==> config.mk <==
export PLATFORM = sky130hd
export DESIGN_NAME = periodic_irq_gen
export DESIGN_NICKNAME = d
export VERILOG_FILES = /design/src/rtl/pit_pkg.sv /design/src/rtl/pit_rate_decode.sv /design/src/rtl/pit_timebase.sv /design/src/rtl/pit_tick_detect.sv /design/src/rtl/periodic_irq_gen.sv
export SDC_FILE = /design/constraint.sdc
export NUM_CORES = 1
export LEC_CHECK = 0
export CAP_MARGIN = 0
export CORE_UTILIZATION = 55
export CTS_CLUSTER_DIAMETER = 60
export CTS_CLUSTER_SIZE = 16
export DETAILED_ROUTE_END_ITERATION = 10
export PLACE_DENSITY_LB_ADDON = 0.12
export RECOVER_POWER = 100
export SLEW_MARGIN = 20
export SYNTH_ARGS = -nofsm -noshare
export SYNTH_HDL_FRONTEND = slang
export SYNTH_SLANG_ARGS = --single-unit
==> constraint.sdc <==
create_clock -name clk -period 2.8 [get_ports clk]
set_clock_uncertainty 0.15 [all_clocks]
set_input_delay 0.28 -clock clk [delete_from_list [all_inputs] [get_ports clk]]
set_output_delay 0.28 -clock clk [all_outputs]
set_load 0.02 [all_outputs]
==> src/rtl/pit_pkg.sv <==
`timescale 1ns/1ps
package pit_pkg;

   // Divider operating mode decoded from the divider select field.
   typedef enum logic {
      DIV_RUN  = 1'b0,
      DIV_HOLD = 1'b1
   } div_mode_e;

   // Maps a raw rate code onto the effective code, folding the two
   // aliased low codes onto slower rates.
   function automatic int unsigned eff_code(input int unsigned raw,
                                            input int unsigned alias_one,
                                            input int unsigned alias_two);
      if (raw == 1) return alias_one;
      if (raw == 2) return alias_two;
      return raw;
   endfunction

endpackage

==> src/rtl/pit_rate_decode.sv <==
`timescale 1ns/1ps
module pit_rate_decode #(
   parameter int unsigned CODE_W    = 4,
   parameter int unsigned CNT_W     = 14,
   parameter int unsigned PER_W     = 15,
   parameter int unsigned ALIAS_ONE = 8,
   parameter int unsigned ALIAS_TWO = 9
) (
   input  logic [CODE_W-1:0] code,
   output logic              active,
   output logic [CNT_W-1:0]  mask,
   output logic [PER_W-1:0]  period
);
   import pit_pkg::*;

   localparam logic [CODE_W-1:0] A1 = CODE_W'(ALIAS_ONE);
   localparam logic [CODE_W-1:0] A2 = CODE_W'(ALIAS_TWO);

   logic [CODE_W-1:0] eff;
   logic [CODE_W-1:0] shift;

   always_comb begin
      unique case (code)
         CODE_W'(1): eff = A1;
         CODE_W'(2): eff = A2;
         default:    eff = code;
      endcase
      active = (code != '0);
      shift  = active ? (eff - CODE_W'(1)) : '0;
      mask   = (CNT_W'(1) << shift) - CNT_W'(1);
      period = active ? (PER_W'(1) << shift) : '0;
   end

endmodule

==> src/rtl/pit_timebase.sv <==
`timescale 1ns/1ps
module pit_timebase #(
   parameter int unsigned CNT_W = 14
) (
   input  logic             clk,
   input  logic             rst_n,
   input  logic             hold,
   input  logic             step,
   output logic [CNT_W-1:0] cnt,
   output logic [CNT_W-1:0] cnt_next
);

   assign cnt_next = cnt + CNT_W'(1);

   always_ff @(posedge clk or negedge rst_n) begin
      if (!rst_n)      cnt <= '0;
      else if (hold)   cnt <= '0;
      else if (step)   cnt <= cnt_next;
   end

endmodule

==> src/rtl/pit_tick_detect.sv <==
`timescale 1ns/1ps
module pit_tick_detect #(
   parameter int unsigned CNT_W = 14
) (
   input  logic [CNT_W-1:0] cnt_next,
   input  logic [CNT_W-1:0] mask,
   input  logic             step,
   input  logic             hold,
   input  logic             active,
   input  logic             sched_en,
   output logic             tick
);

   logic boundary;

   always_comb begin
      boundary = ((cnt_next & mask) == '0);
      tick     = step && !hold && active && sched_en && boundary;
   end

endmodule

==> src/rtl/periodic_irq_gen.sv <==
`timescale 1ns/1ps
module periodic_irq_gen #(
   parameter int unsigned CODE_W    = 4,
   parameter int unsigned DIV_W     = 3,
   parameter int unsigned ALIAS_ONE = 8,
   parameter int unsigned ALIAS_TWO = 9,
   parameter bit          OUT_REG   = 1'b1,
   parameter int unsigned MAX_CODE_P = (1 << CODE_W) - 1,
   parameter int unsigned PER_W_P    = MAX_CODE_P
) (
   input  logic               clk,
   input  logic               rst_n,
   input  logic               tick_en,
   input  logic [CODE_W-1:0]  rate_sel,
   input  logic               per_int_en,
   input  logic [DIV_W-1:0]   div_sel,
   output logic               pf_set,
   output logic               irq_set,
   output logic [PER_W_P-1:0] period
);
   import pit_pkg::*;

   localparam int unsigned CNT_W = MAX_CODE_P - 1;

   // Elaboration-time parameter checks
   if (CODE_W < 2) begin : g_bad_code_w
      $error("periodic_irq_gen: CODE_W must be at least 2");
   end
   if (DIV_W < 2) begin : g_bad_div_w
      $error("periodic_irq_gen: DIV_W must be at least 2");
   end
   if (ALIAS_ONE < 1 || ALIAS_ONE > MAX_CODE_P ||
       ALIAS_TWO < 1 || ALIAS_TWO > MAX_CODE_P) begin : g_bad_alias
      $error("periodic_irq_gen: alias codes out of range");
   end
   if (PER_W_P != CNT_W + 1) begin : g_bad_per_w
      $error("periodic_irq_gen: PER_W_P must not be overridden");
   end

   div_mode_e         div_mode;
   logic              hold;
   logic              active;
   logic [CNT_W-1:0]  mask;
   logic [CNT_W-1:0]  cnt;
   logic [CNT_W-1:0]  cnt_next;
   logic              tick;
   logic              irq_tick;

   assign div_mode = (div_sel[DIV_W-1 -: 2] == 2'b11) ? DIV_HOLD : DIV_RUN;
   assign hold     = (div_mode == DIV_HOLD);

   pit_rate_decode #(
      .CODE_W   (CODE_W),
      .CNT_W    (CNT_W),
      .PER_W    (PER_W_P),
      .ALIAS_ONE(ALIAS_ONE),
      .ALIAS_TWO(ALIAS_TWO)
   ) u_dec (
      .code  (rate_sel),
      .active(active),
      .mask  (mask),
      .period(period)
   );

   pit_timebase #(.CNT_W(CNT_W)) u_tb (
      .clk     (clk),
      .rst_n   (rst_n),
      .hold    (hold),
      .step    (tick_en),
      .cnt     (cnt),
      .cnt_next(cnt_next)
   );

   pit_tick_detect #(.CNT_W(CNT_W)) u_det (
      .cnt_next(cnt_next),
      .mask    (mask),
      .step    (tick_en),
      .hold    (hold),
      .active  (active),
      .sched_en(per_int_en),
      .tick    (tick)
   );

   assign irq_tick = tick && per_int_en;

   if (OUT_REG) begin : g_out_reg
      always_ff @(posedge clk or negedge rst_n) begin
         if (!rst_n) begin
            pf_set  <= 1'b0;
            irq_set <= 1'b0;
         end else begin
            pf_set  <= tick;
            irq_set <= irq_tick;
         end
      end
   end else begin : g_out_comb
      assign pf_set  = tick;
      assign irq_set = irq_tick;
   end

endmodule

== Word-level counts from Yosys, hierarchy flattened ==
Index checks and enable logic that the tools add are counted.

* Bitwise operators: 1
* Reductions and logical operators: 9
* Multiplexer cells: 6
* Equal/unequal tests: 3
* Shifts and indexed selects: 2
* Add/subtract/negate cells: 3

{| class="wikitable"
|+ Operators with widths
! cell !! count
|-
| 2-to-1 mux 14 bit || 2
|-
| 2-to-1 mux 15 bit || 1
|-
| left shift 1 x 4 -> 15 bit (first input constant) || 1
|-
| adder 14 x 1 -> 14 bit (second input constant) || 1
|-
| bitwise AND 14 bit || 1
|-
| logical NOT 14 bit || 1
|-
| left shift 1 x 4 -> 14 bit (first input constant) || 1
|-
| subtractor 14 x 2 -> 14 bit (second input constant) || 1
|-
| case mux 4 bit (2 select lines) || 1
|-
| logical AND 1 bit || 5
|-
| == test 4 x 1 -> 1 bit (second input constant) || 1
|-
| == test 4 x 2 -> 1 bit (second input constant) || 1
|-
| 2-to-1 mux 4 bit || 1
|-
| nonzero test 4 bit || 1
|-
| subtractor 4 x 1 -> 4 bit (second input constant) || 1
|-
| == test 2 bit (second input constant) || 1
|-
| nonzero test 2 bit || 1
|-
| logical NOT 1 bit || 1
|-
| 2-to-1 mux 1 bit || 1
|}

* Output and inout port bits: 17
* Input port bits: 11
* Register bits after elaboration: 16
* Logic and storage cells: 27

== Logic depth before layout (Yosys ltp) ==
Gate-level depths: netlist of the first run.

* Depth in word-level cells: 10
* Gate-level depth with buffers: 18
* Depth with buffers taken out: 15

== Modules after synthesis ==
From an unflattened synthesis of the first run, not the netlist that was laid out.

* Cell total of the unflattened synthesis: 250
* Area, all modules: 1868.0 um^2

{| class="wikitable"
|+ By module, submodules not included
! module !! cells each !! times used !! area an instance (um^2) !! seq. area each (um^2)
|-
| pit_timebase || 102 || 1 || 917.1 || 350.3
|-
| pit_rate_decode || 135 || 1 || 790.8 || 0.0
|-
| pit_tick_detect || 9 || 1 || 97.6 || 0.0
|-
| periodic_irq_gen || 4 || 1 || 62.6 || 50.0
|}

== Worst setup path after synthesis of the first run ==
OpenSTA, ideal clock, no wires.

* Kind: input to register
* From: input port rate_sel[2]
* To: register irq_set
* Path slack: -902 ps
* Stages: 18
* Buffers on the path: 3
* Required time: 2545 ps
* Data arrival time: 3447 ps
* Library setup time: 105 ps
* Cell sequence: buf_6 -> buf_6 -> nor2_1 -> mux2i_1 -> ha_1 -> buf_6 -> nand2b_1 -> o32a_1 -> a2bb2oi_1 -> nor2b_1 -> inv_1 -> ha_1 -> inv_1 -> a2111oi_2 -> o21ai_0 -> a21oi_1 -> o2111ai_1 -> nor4b_1

* Longest elaborated chain between the ends: 10
* Elaborated cells on any way between the ends: 14
* Those cells by class: add/sub: 2; eq/ne: 2; shift: 1; mux: 2; bitwise: 1; reduce/logical: 6

{| class="wikitable"
|+ RTL lines
! element !! RTL line !! RTL
|-
| start: declaration || periodic_irq_gen.sv:14 || <nowiki>input logic [CODE_W-1:0] rate_sel,</nowiki>
|-
| == test 4 x 2 -> 1 bit / == test 4 x 1 -> 1 bit (equally long branches) || pit_rate_decode.sv:23 || <nowiki>unique case (code)</nowiki>
|-
| case mux 4 bit (2 select lines) || pit_rate_decode.sv:23 ||
|-
| subtractor 4 x 1 -> 4 bit || pit_rate_decode.sv:29 || <nowiki>shift = active ? (eff - CODE_W'(1)) : '0;</nowiki>
|-
| 2-to-1 mux 4 bit || pit_rate_decode.sv:29 ||
|-
| left shift 1 x 4 -> 14 bit || pit_rate_decode.sv:30 || <nowiki>mask = (CNT_W'(1) << shift) - CNT_W'(1);</nowiki>
|-
| subtractor 14 x 2 -> 14 bit || pit_rate_decode.sv:30 ||
|-
| bitwise AND 14 bit || pit_tick_detect.sv:17 || <nowiki>boundary = ((cnt_next & mask) == '0);</nowiki>
|-
| logical NOT 14 bit || pit_tick_detect.sv:17 ||
|-
| logical AND 1 bit (*) || pit_tick_detect.sv:18 || <nowiki>tick = step && !hold && active && sched_en && boundary;</nowiki>
|-
| logical AND 1 bit (*) || periodic_irq_gen.sv:84 || <nowiki>assign irq_tick = tick && per_int_en;</nowiki>
|-
| via irq_tick || periodic_irq_gen.sv:47 || <nowiki>logic irq_tick;</nowiki>
|-
| end signal: assignment || periodic_irq_gen.sv:93 || <nowiki>irq_set <= irq_tick;</nowiki>
|-
| end: declaration || periodic_irq_gen.sv:18 || <nowiki>output logic irq_set,</nowiki>
|}

Mark *: on every way through the listed nets, which the timed path passes. The rest lies on a longest branch.
A chain may end at the register's enable or synchronous reset.

== Worst setup path after layout of the first run ==
* From: input port rate_sel[3]
* To: register irq_set

The elaborated chain is that of the path after synthesis.

==> implementation parameters, run 1 <==
Parameter                              Value

Global routing
  Pin count of the biggest net entering global routing ... 27
  Met3 Use GR ... 0.0559
  Global-route wire length before repair ... 7850 µm
  Routing layer with the top usage in global route ... met1
  Number of global-route vias before repair ... 1,669
  Overflow left after global routing ... 0
  Global-route track usage on met2 ... 0.404
  GRT Resource Usage Total ... 0.279
  Global routing usage on met1 ... 0.425
  Number of antenna violations at the first check in global routing ... 0

STA
  Final clock period utilization by the worst path ... 0.987
  Number of max-slew violations in the final report ... 0
  RSZ-0062 raised after global routing ... yes
  Hold Violations, Final ... 0
  Summed negative setup slack over all endpoints ... 0 ns
  Crit path time final ... 2.76 ns
  Worst relative slew slack ... 0.524
  Slew at the pin closest to its max-slew limit ... 0.712 ns
  Finish-stage setup viols ... 0
  Setup ws final ... 0.0360 ns
  Fmax ... 0.362 GHz

Power
  Switching part of the total ... 0.379
  Proportion of power drawn by combinational gates ... 0.478
  Fraction of power consumed by sequential logic ... 0.334
  Internal power ... 0.523 mW
  Clock share of power ... 0.188
  Leak pwr ... 1.06 nW
  Pwr Density ... 329 mW/mm²
  Peak supply drop ... 0.000379 V
  Sw power ... 0.319 mW

Cells and area
  Proportion of layout cells with a drive suffix above 1 ... 0.269
  Layout Nets ... 323
  Area added between synthesis and finish ... 29.9%
  Commonest non-fill, non-tap cells in the layout ... buf_4, nand2_1, nor2_1
  Antenna diode count ... 0
  Leading cell type in the layout, fill and taps excluded ... buf_4
  Final std cells w/o fill ... 354

Clock network
  Clock tree from TritonCTS ... built
  Clock net sink count ... 16
  Depth of the CTS H-tree ... 1
  Hold Buf Count CTS ... 0
  Number of buffers added for setup after CTS ... 0
  CTS clock-pin slew for the worst setup and hold paths ... 0.10 ns
  CTS root buffer ... clkbuf_4
  Number of clock buffers inserted by TritonCTS ... 3
  Clock insertion delay at the later pin of the skew report ... 0.30 ns
  Buffer levels on the longest clock path ... 2

Worst setup path
  Most frequent CP cell ... inv_2
  Reg2Reg Launch Point ... u_tb.cnt[0]$_DFFE_PN0P_
  Setup Crit Path Kind ... in -> reg
  Origin of the worst setup path ... rate_sel[3]
  Maximum fanout encountered on the critical timing path ... 3
  FF-to-FF End ... pf_set$_DFF_PN0_
  Worst reg2reg path depth ... 8
  List of cells traversed by the critical path ... buf_8 -> nor2_4 -> mux2i_1 -> ha_2 -> nand2b_4 -> o32a_1 -> a2bb2oi_2 -> nor2b_4 -> inv_2 -> ha_4 -> inv_2 -> a2111oi_4 -> o21ai_1 -> a21oi_1 -> o2111ai_2 -> nor4b_2
  Largest stage delay, worst path ... 0.31 ns
  Critical path data arrival time ... 2.83 ns
  CP endpoint ... irq_set$_DFF_PN0_
  Startpoint types ... input port
  Setup slack of the most critical reg-to-reg path ... 0.26 ns
  Crit-path slowest cell ... o32a_1
  Data required time at the worst endpoint ... 2.87 ns
  Crit end category ... register

Floorplan
  Site row count ... 21
  Starting utilization of the core area ... 0.580
  Die footprint ... 0.00382 mm²
  Top-level I/O count ... 28
  Die Width ... 61.8 µm
  Die Y-Extent ... 61.8 µm
  Core ar. ... 0.00339 mm²

Routing
  Routed WL ... 4990 µm
  DRC violations left ... 0
  Length of the first detailed-routing pass in iterations ... 5
  Number of routed nets with antenna violations ... 0
  Number of DRC markers in iteration 0 ... 175
  Wire length per cell after detailed routing ... 14.1 µm
  Total number of vias ... 2,045
  DR vias/cell ... 5.78

Synth
  Synthesized netlist net count ... 271
  Synth Area per Inst ... 7.65 µm²
  Number of synthesized register bits ... 16
  Number of distinct standard cells referenced by the synthesized netlist ... 60
  Prevailing post-synth register cell ... dfrtp_1
  Synthesis warning total ... 0
  Number of flops mapped to enable cells by yosys ... 0
  Total standard cell area after synthesis ... 0.00197 mm²
  Proportion of synthesized flip-flops having asynchronous set or reset ... 1.00
  Post-Synthesis Cells ... 257
  Share of the yosys chip area belonging to registers ... 0.204

Place
  GP Congestion ... 0.914
  Worst slack, placed ... -0.841 ns
  PortBufs ... 26
  Total half-perimeter wirelength after legalization and detailed placement ... 3660 µm
  Instance count after placement with tap cells included ... 350

Flow run
  Number of violations of the max-capacitance limit ... 0

Min path
  Tightest Hold Check Type ... in -> async

Outcome
  Status ... finished, final reports clean
-- sequential cells by signal (all words and copies together) (netlist names) --
signal,flops
irq_set,1
pf_set,1
u_tb.cnt,14
-- cell families (layout without fill, tap and decap cells) --
logic type | after synthesis | after routing | share of synthesized area
AO/OA/AOI/OAI | 61 | 61 | 0.219
multiplexers | 2 | 2 | 0.0102
buffers and inverters | 33 | 84 | 0.109
flip-flops | 16 | 16 | 0.204
adder cells (fa/ha/maj) | 3 | 3 | 0.0191
XOR/XNOR | 25 | 25 | 0.111
AND/OR/NAND/NOR | 117 | 117 | 0.328
-- layer usage --
metal | up-vias | routed length (µm)
met2 | 75 | 2280
met5 | - | 0
li1 | 1022 | -
met1 | 941 | 2430
met4 | 0 | 42
met3 | 7 | 237
-- stage by stage --
stage / hold WS, ns / power, mW / cell area (µm²) / util
6_report: 0.310 / 0.842 / 2550 / 0.754
5_1_grt: 0.373 / 0.895 / 2550 / 0.754
4_1_cts: 0.268 / 0.839 / 2570 / 0.758
3_5_place_dp: 0.419 / 0.672 / 2500 / 0.737
3_3_place_gp: 0.408 / 0.661 / 2500 / 0.737
2_1_floorplan: -0.166 / 0.553 / 2050 / -
-- how the worst min path moves through the flow --
stage | slack [ns] | cells past startpoint | to | startpoint
3_5_place_dp | 0.42 | 2 | u_tb.cnt[13]$_DFFE_PN0P_ | u_tb.cnt[13]$_DFFE_PN0P_
2_1_floorplan | -0.17 | 0 | irq_set$_DFF_PN0_ | rst_n
6_report | 0.31 | 1 | u_tb.cnt[13]$_DFFE_PN0P_ | rst_n
3_3_place_gp | 0.41 | 2 | u_tb.cnt[1]$_DFFE_PN0P_ | u_tb.cnt[1]$_DFFE_PN0P_
5_1_grt | 0.37 | 1 | u_tb.cnt[11]$_DFFE_PN0P_ | rst_n
4_1_cts | 0.27 | 1 | u_tb.cnt[11]$_DFFE_PN0P_ | rst_n
-- power by group through the flow --
stage	sequential [mW]	combinational, mW	clock [mW]
after detailed placement	0.284	0.387	0
after CTS	0.280	0.402	0.157
after global routing	0.285	0.438	0.171
after floorplan	0.272	0.281	0
final	0.281	0.402	0.158
after global placement	0.284	0.377	0
-- layout make-up --
type,count,area (µm²)
Sequential cell,16,400
Inverter,9,33.8
Fill cell,256,835
Clock buffer,4,36.3
Timing Repair Buffer,71,564
Multi-Input combinational cell,208,1460
Tap cell,46,57.6
-- critical path: cells and delay by family --
family | cells | cell delay [ns]
mux | 1 | 0.09
buf+inv | 3 | 0.18
compound gates | 6 | 1.15
simple gates | 4 | 0.66
fa+ha+maj | 2 | 0.46
-- synthesized netlist by cell type, drive strengths merged (2+ instances only) --
cell	count	area [µm²]
o32ai	2	25.0
nor3	6	30.0
a21oi	15	75.1
and2	3	18.8
or3	4	25.0
o32a	2	20.0
nand2	29	116
nand4	5	31.3
nor2	29	109
dfrtp	16	400
nor3b	3	22.5
inv	9	33.8
clkbuf	8	31.3
or2	2	12.5
a2bb2oi	2	17.5
nand3	7	35.0
a2111oi	2	30.0
a31oi	6	37.5
o211ai	2	15.0
nor4b	5	73.8
and3	4	25.0
nor4	4	25.0
o21ai	12	63.8
ha	3	37.5
xnor2	13	114
nor2b	6	37.5
mux2i	2	20.0
xor2	12	105
nand2b	4	25.0
a21boi	2	15.0
buf	16	149
o31ai	2	15.0
o22ai	4	31.3
a211oi	2	15.0
-- timing repair --
action | CTS | global route
resized for setup | 38 | 8
pin swaps | 4 | 3
setup endpoints to repair | 17 | 6
Note: power is estimated with default switching activity, not from simulation.
==> inputs of run 2 (changes only) <==
--- a/config.mk
+++ b/config.mk
@@ -6,13 +6,13 @@
 export NUM_CORES = 1
 export LEC_CHECK = 0
 export CAP_MARGIN = 0
+export CORE_MARGIN = 2
 export CORE_UTILIZATION = 55
 export CTS_CLUSTER_DIAMETER = 60
 export CTS_CLUSTER_SIZE = 16
 export DETAILED_ROUTE_END_ITERATION = 10
 export PLACE_DENSITY_LB_ADDON = 0.12
 export RECOVER_POWER = 100
-export SLEW_MARGIN = 20
 export SYNTH_ARGS = -nofsm -noshare
 export SYNTH_HDL_FRONTEND = slang
 export SYNTH_SLANG_ARGS = --single-unit
==> run 2 against run 1 <==
Worst hold slack better by 0.013 ns. Wire length rose by 2.6%. Total power grew 0.52%.
==> implementation parameters, run 2 (synthesis results as in run 1) <==
Parameter                              Value

Outcome
  Status ... finished, final reports clean

STA
  Final clock period utilization by the worst path ... 0.997 (+0.00958)
  Worst relative slew slack ... 0.518 (-0.00517)
  RSZ-0062 raised after global routing ... yes
  Finish-stage setup viols ... 0 (unchanged)
  Crit path time final ... 2.79 ns (+0.0268 ns)
  Fmax ... 0.358 GHz (-0.96%)
  Hold Violations, Final ... 0 (unchanged)
  Number of max-slew violations in the final report ... 0 (unchanged)
  Slew at the pin closest to its max-slew limit ... 0.720 ns (+0.00772 ns)
  Summed negative setup slack over all endpoints ... 0 ns (unchanged)

Global routing
  Overflow left after global routing ... 0 (unchanged)
  Routing layer with the top usage in global route ... met1
  Number of antenna violations at the first check in global routing ... 0 (unchanged)
  GRT Resource Usage Total ... 0.271 (-0.00799)
  Global-route track usage on met2 ... 0.405 (+0.000954)
  Pin count of the biggest net entering global routing ... 29 (+7.4%)
  Met3 Use GR ... 0.0405 (-0.0154)
  Global-route wire length before repair ... 8950 µm (+14%)
  Global routing usage on met1 ... 0.412 (-0.0126)
  Number of global-route vias before repair ... 1,956 (+17%)

Power
  Total power draw ... 0.846 mW (+0.52%)
  Peak supply drop ... 0.000407 V (+7.4%)
  Sw power ... 0.317 mW (-0.61%)
  Switching part of the total ... 0.375 (-0.00424)
  Leak pwr ... 1.13 nW (+7.0%)
  Internal power ... 0.529 mW (+1.2%)
  Pwr Density ... 320 mW/mm² (-2.9%)
  Clock share of power ... 0.184 (-0.004)
  Proportion of power drawn by combinational gates ... 0.484 (+0.006)
  Fraction of power consumed by sequential logic ... 0.332 (-0.002)

Worst setup path
  Data required time at the worst endpoint ... 2.86 ns (about the same)
  List of cells traversed by the critical path ... buf_8 -> nor2_4 -> mux2i_2 -> ha_2 -> nand2b_4 -> o32a_1 -> a2bb2oi_2 -> nor2b_4 -> inv_2 -> ha_4 -> inv_2 -> a2111oi_4 -> o21ai_1 -> a21oi_1 -> o2111ai_2 -> nor4b_2
  Worst path bufs/invs ... 3 (unchanged)
  Maximum fanout encountered on the critical timing path ... 3 (unchanged)
  Setup Crit Path Kind ... in -> reg
  Crit-path slowest cell ... o32a_1
  Cell class contributing the biggest share of worst-path delay ... compound AO/OA/AOI/OAI gates
  Most frequent CP cell ... inv_2
  Critical path data arrival time ... 2.85 ns (+0.02 ns)
  Startpoint types ... input port
  Setup slack of the most critical reg-to-reg path ... 0.28 ns (+0.02 ns)
  Largest stage delay, worst path ... 0.31 ns (about the same)
  Crit end category ... register

Place
  Total half-perimeter wirelength after legalization and detailed placement ... 3810 µm (+4.1%)
  PortBufs ... 26 (unchanged)
  GP Congestion ... 0.854 (-6.5%)

Cells and area
  Area added between synthesis and finish ... 34.4%
  Count of filler cells inserted in the layout ... 248 (-3.1%)
  Leading cell type in the layout, fill and taps excluded ... buf_4
  Largest registers ... u_tb.cnt: 14 flops, irq_set: 1 flops, pf_set: 1 flops
  Commonest non-fill, non-tap cells in the layout ... buf_4, nand2_1, nor2_1
  Proportion of layout cells with a drive suffix above 1 ... 0.293 (+0.0239)
  Footprint of the multi-input gates ... 0.00147 mm² (+0.17%)
  Largest register by flop count ... u_tb.cnt
  Register Area ... 400 µm² (unchanged)
  Antenna diode count ... 0 (unchanged)
  Max reg flops ... 14 (unchanged)
  Layout Nets ... 332 (+2.8%)

Min path
  Tightest Hold Check Type ... in -> async

Clock network
  Clock insertion delay at the later pin of the skew report ... 0.29 ns (about the same)
  Number of clock buffers inserted by TritonCTS ... 3 (unchanged)
  Buffer levels on the longest clock path ... 2 (unchanged)
  Clock tree from TritonCTS ... built
  CTS root buffer ... clkbuf_4
  CTS clock-pin slew for the worst setup and hold paths ... 0.09 ns (about the same)
  Clock net sink count ... 16 (unchanged)
  Hold Buf Count CTS ... 0 (unchanged)
  Depth of the CTS H-tree ... 1 (unchanged)

Routing
  Total number of vias ... 2,086 (+2.0%)
  DR vias/cell ... 5.75 (-0.52%)
  Length of the first detailed-routing pass in iterations ... 4 (-1)
  Number of routed nets with antenna violations ... 0 (unchanged)
  Routed WL ... 5110 µm (+2.6%)
  Wire length per cell after detailed routing ... 14.1 µm (about the same)
  DRC violations left ... 0 (unchanged)
  Number of DRC markers in iteration 0 ... 160 (-8.6%)

Floorplan
  Die Width ... 63.8 µm (+3.2%)
  Die footprint ... 0.00407 mm² (+6.6%)
  Top-level I/O count ... 28 (unchanged)
  Starting utilization of the core area ... 0.580 (unchanged)
  Site row count ... 21 (unchanged)
  Core ar. ... 0.00339 mm² (unchanged)
  Die Y-Extent ... 63.8 µm (+3.2%)

Flow run
  Number of violations of the max-capacitance limit ... 0 (unchanged)
[run 2: cell count changes in the layout (fill, tap and decap cells not counted), sizes merged]
| cell | delta |
|---|---|
| clkdlybuf4s50 | -3 |
| buf | +6 |
| clkdlybuf4s15 | +3 |
| dlygate4sd2 | +2 |
| dlymetal6s2s | +1 |
[run 2: through the flow]
step / instances / util / instance area [µm²] / worst slack [ns] / hold slack (ns)
2_1_floorplan: 257 / - / 2050 / -0.496 / -0.166
3_3_place_gp: 348 / 0.733 / 2480 / -0.720 / 0.409
3_5_place_dp: 348 / 0.733 / 2480 / -0.864 / 0.420
4_1_cts: 362 / 0.777 / 2630 / -0.0115 / 0.261
5_1_grt: 363 / 0.780 / 2640 / -0.149 / 0.362
6_report: 363 / 0.780 / 2640 / 0.00920 / 0.323
[run 2: path summary, 6_finish.rpt]
kind,from,endpoint,cells after the start
setup / recovery,rate_sel[3],pf_set$_DFF_PN0_,16
max in group asynchronous,rst_n,u_tb.cnt[2]$_DFFE_PN0P_,1
hold / removal,rst_n,u_tb.cnt[13]$_DFFE_PN0P_,1
min in group clk,u_tb.cnt[13]$_DFFE_PN0P_,u_tb.cnt[13]$_DFFE_PN0P_,2
hold reg to reg,u_tb.cnt[13]$_DFFE_PN0P_,u_tb.cnt[13]$_DFFE_PN0P_,2
setup reg to reg,u_tb.cnt[0]$_DFFE_PN0P_,pf_set$_DFF_PN0_,8
[run 2: layer usage]
layer,routed length [µm],up-vias
li1,-,1039
met1,2480,977
met2,2320,58
met3,225,12
met4,87,0
met5,0,-
[run 2: what timing repair did]
action,in CTS,in global routing
buffers inserted,10,1
resized for setup,36,10
pin swaps,4,4
setup endpoints to repair,17,9
[run 2: worst reg2reg max path, stage by stage (launching register included)]
cell	delay, ns
dfrtp_1	0.45
ha_1	0.27
nand4_1	0.21
nor3_1	0.46
xor2_1	0.18
o21ai_0	0.10
and3_1	0.20
o32ai_2	0.28
nor4b_2	0.09
[run 2: layout make-up]
| cell class | count | area share |
|---|---|---|
| sequential | 16 | 0.151 |
| timing repair buffer | 80 | 0.246 |
| inverter | 9 | 0.0128 |
| tap | 46 | 0.0218 |
| clock buffer | 4 | 0.0137 |
| multi-input combinational | 208 | 0.554 |
[run 2: power groups by stage]
| stage | registers [mW] | clock network, mW | logic (mW) |
|---|---|---|---|
| 6_report | 0.281 | 0.156 | 0.410 |
| 3_3_place_gp | 0.284 | 0 | 0.373 |
| 5_1_grt | 0.286 | 0.169 | 0.448 |
| 4_1_cts | 0.280 | 0.160 | 0.407 |
| 2_1_floorplan | 0.272 | 0 | 0.281 |
| 3_5_place_dp | 0.285 | 0 | 0.384 |
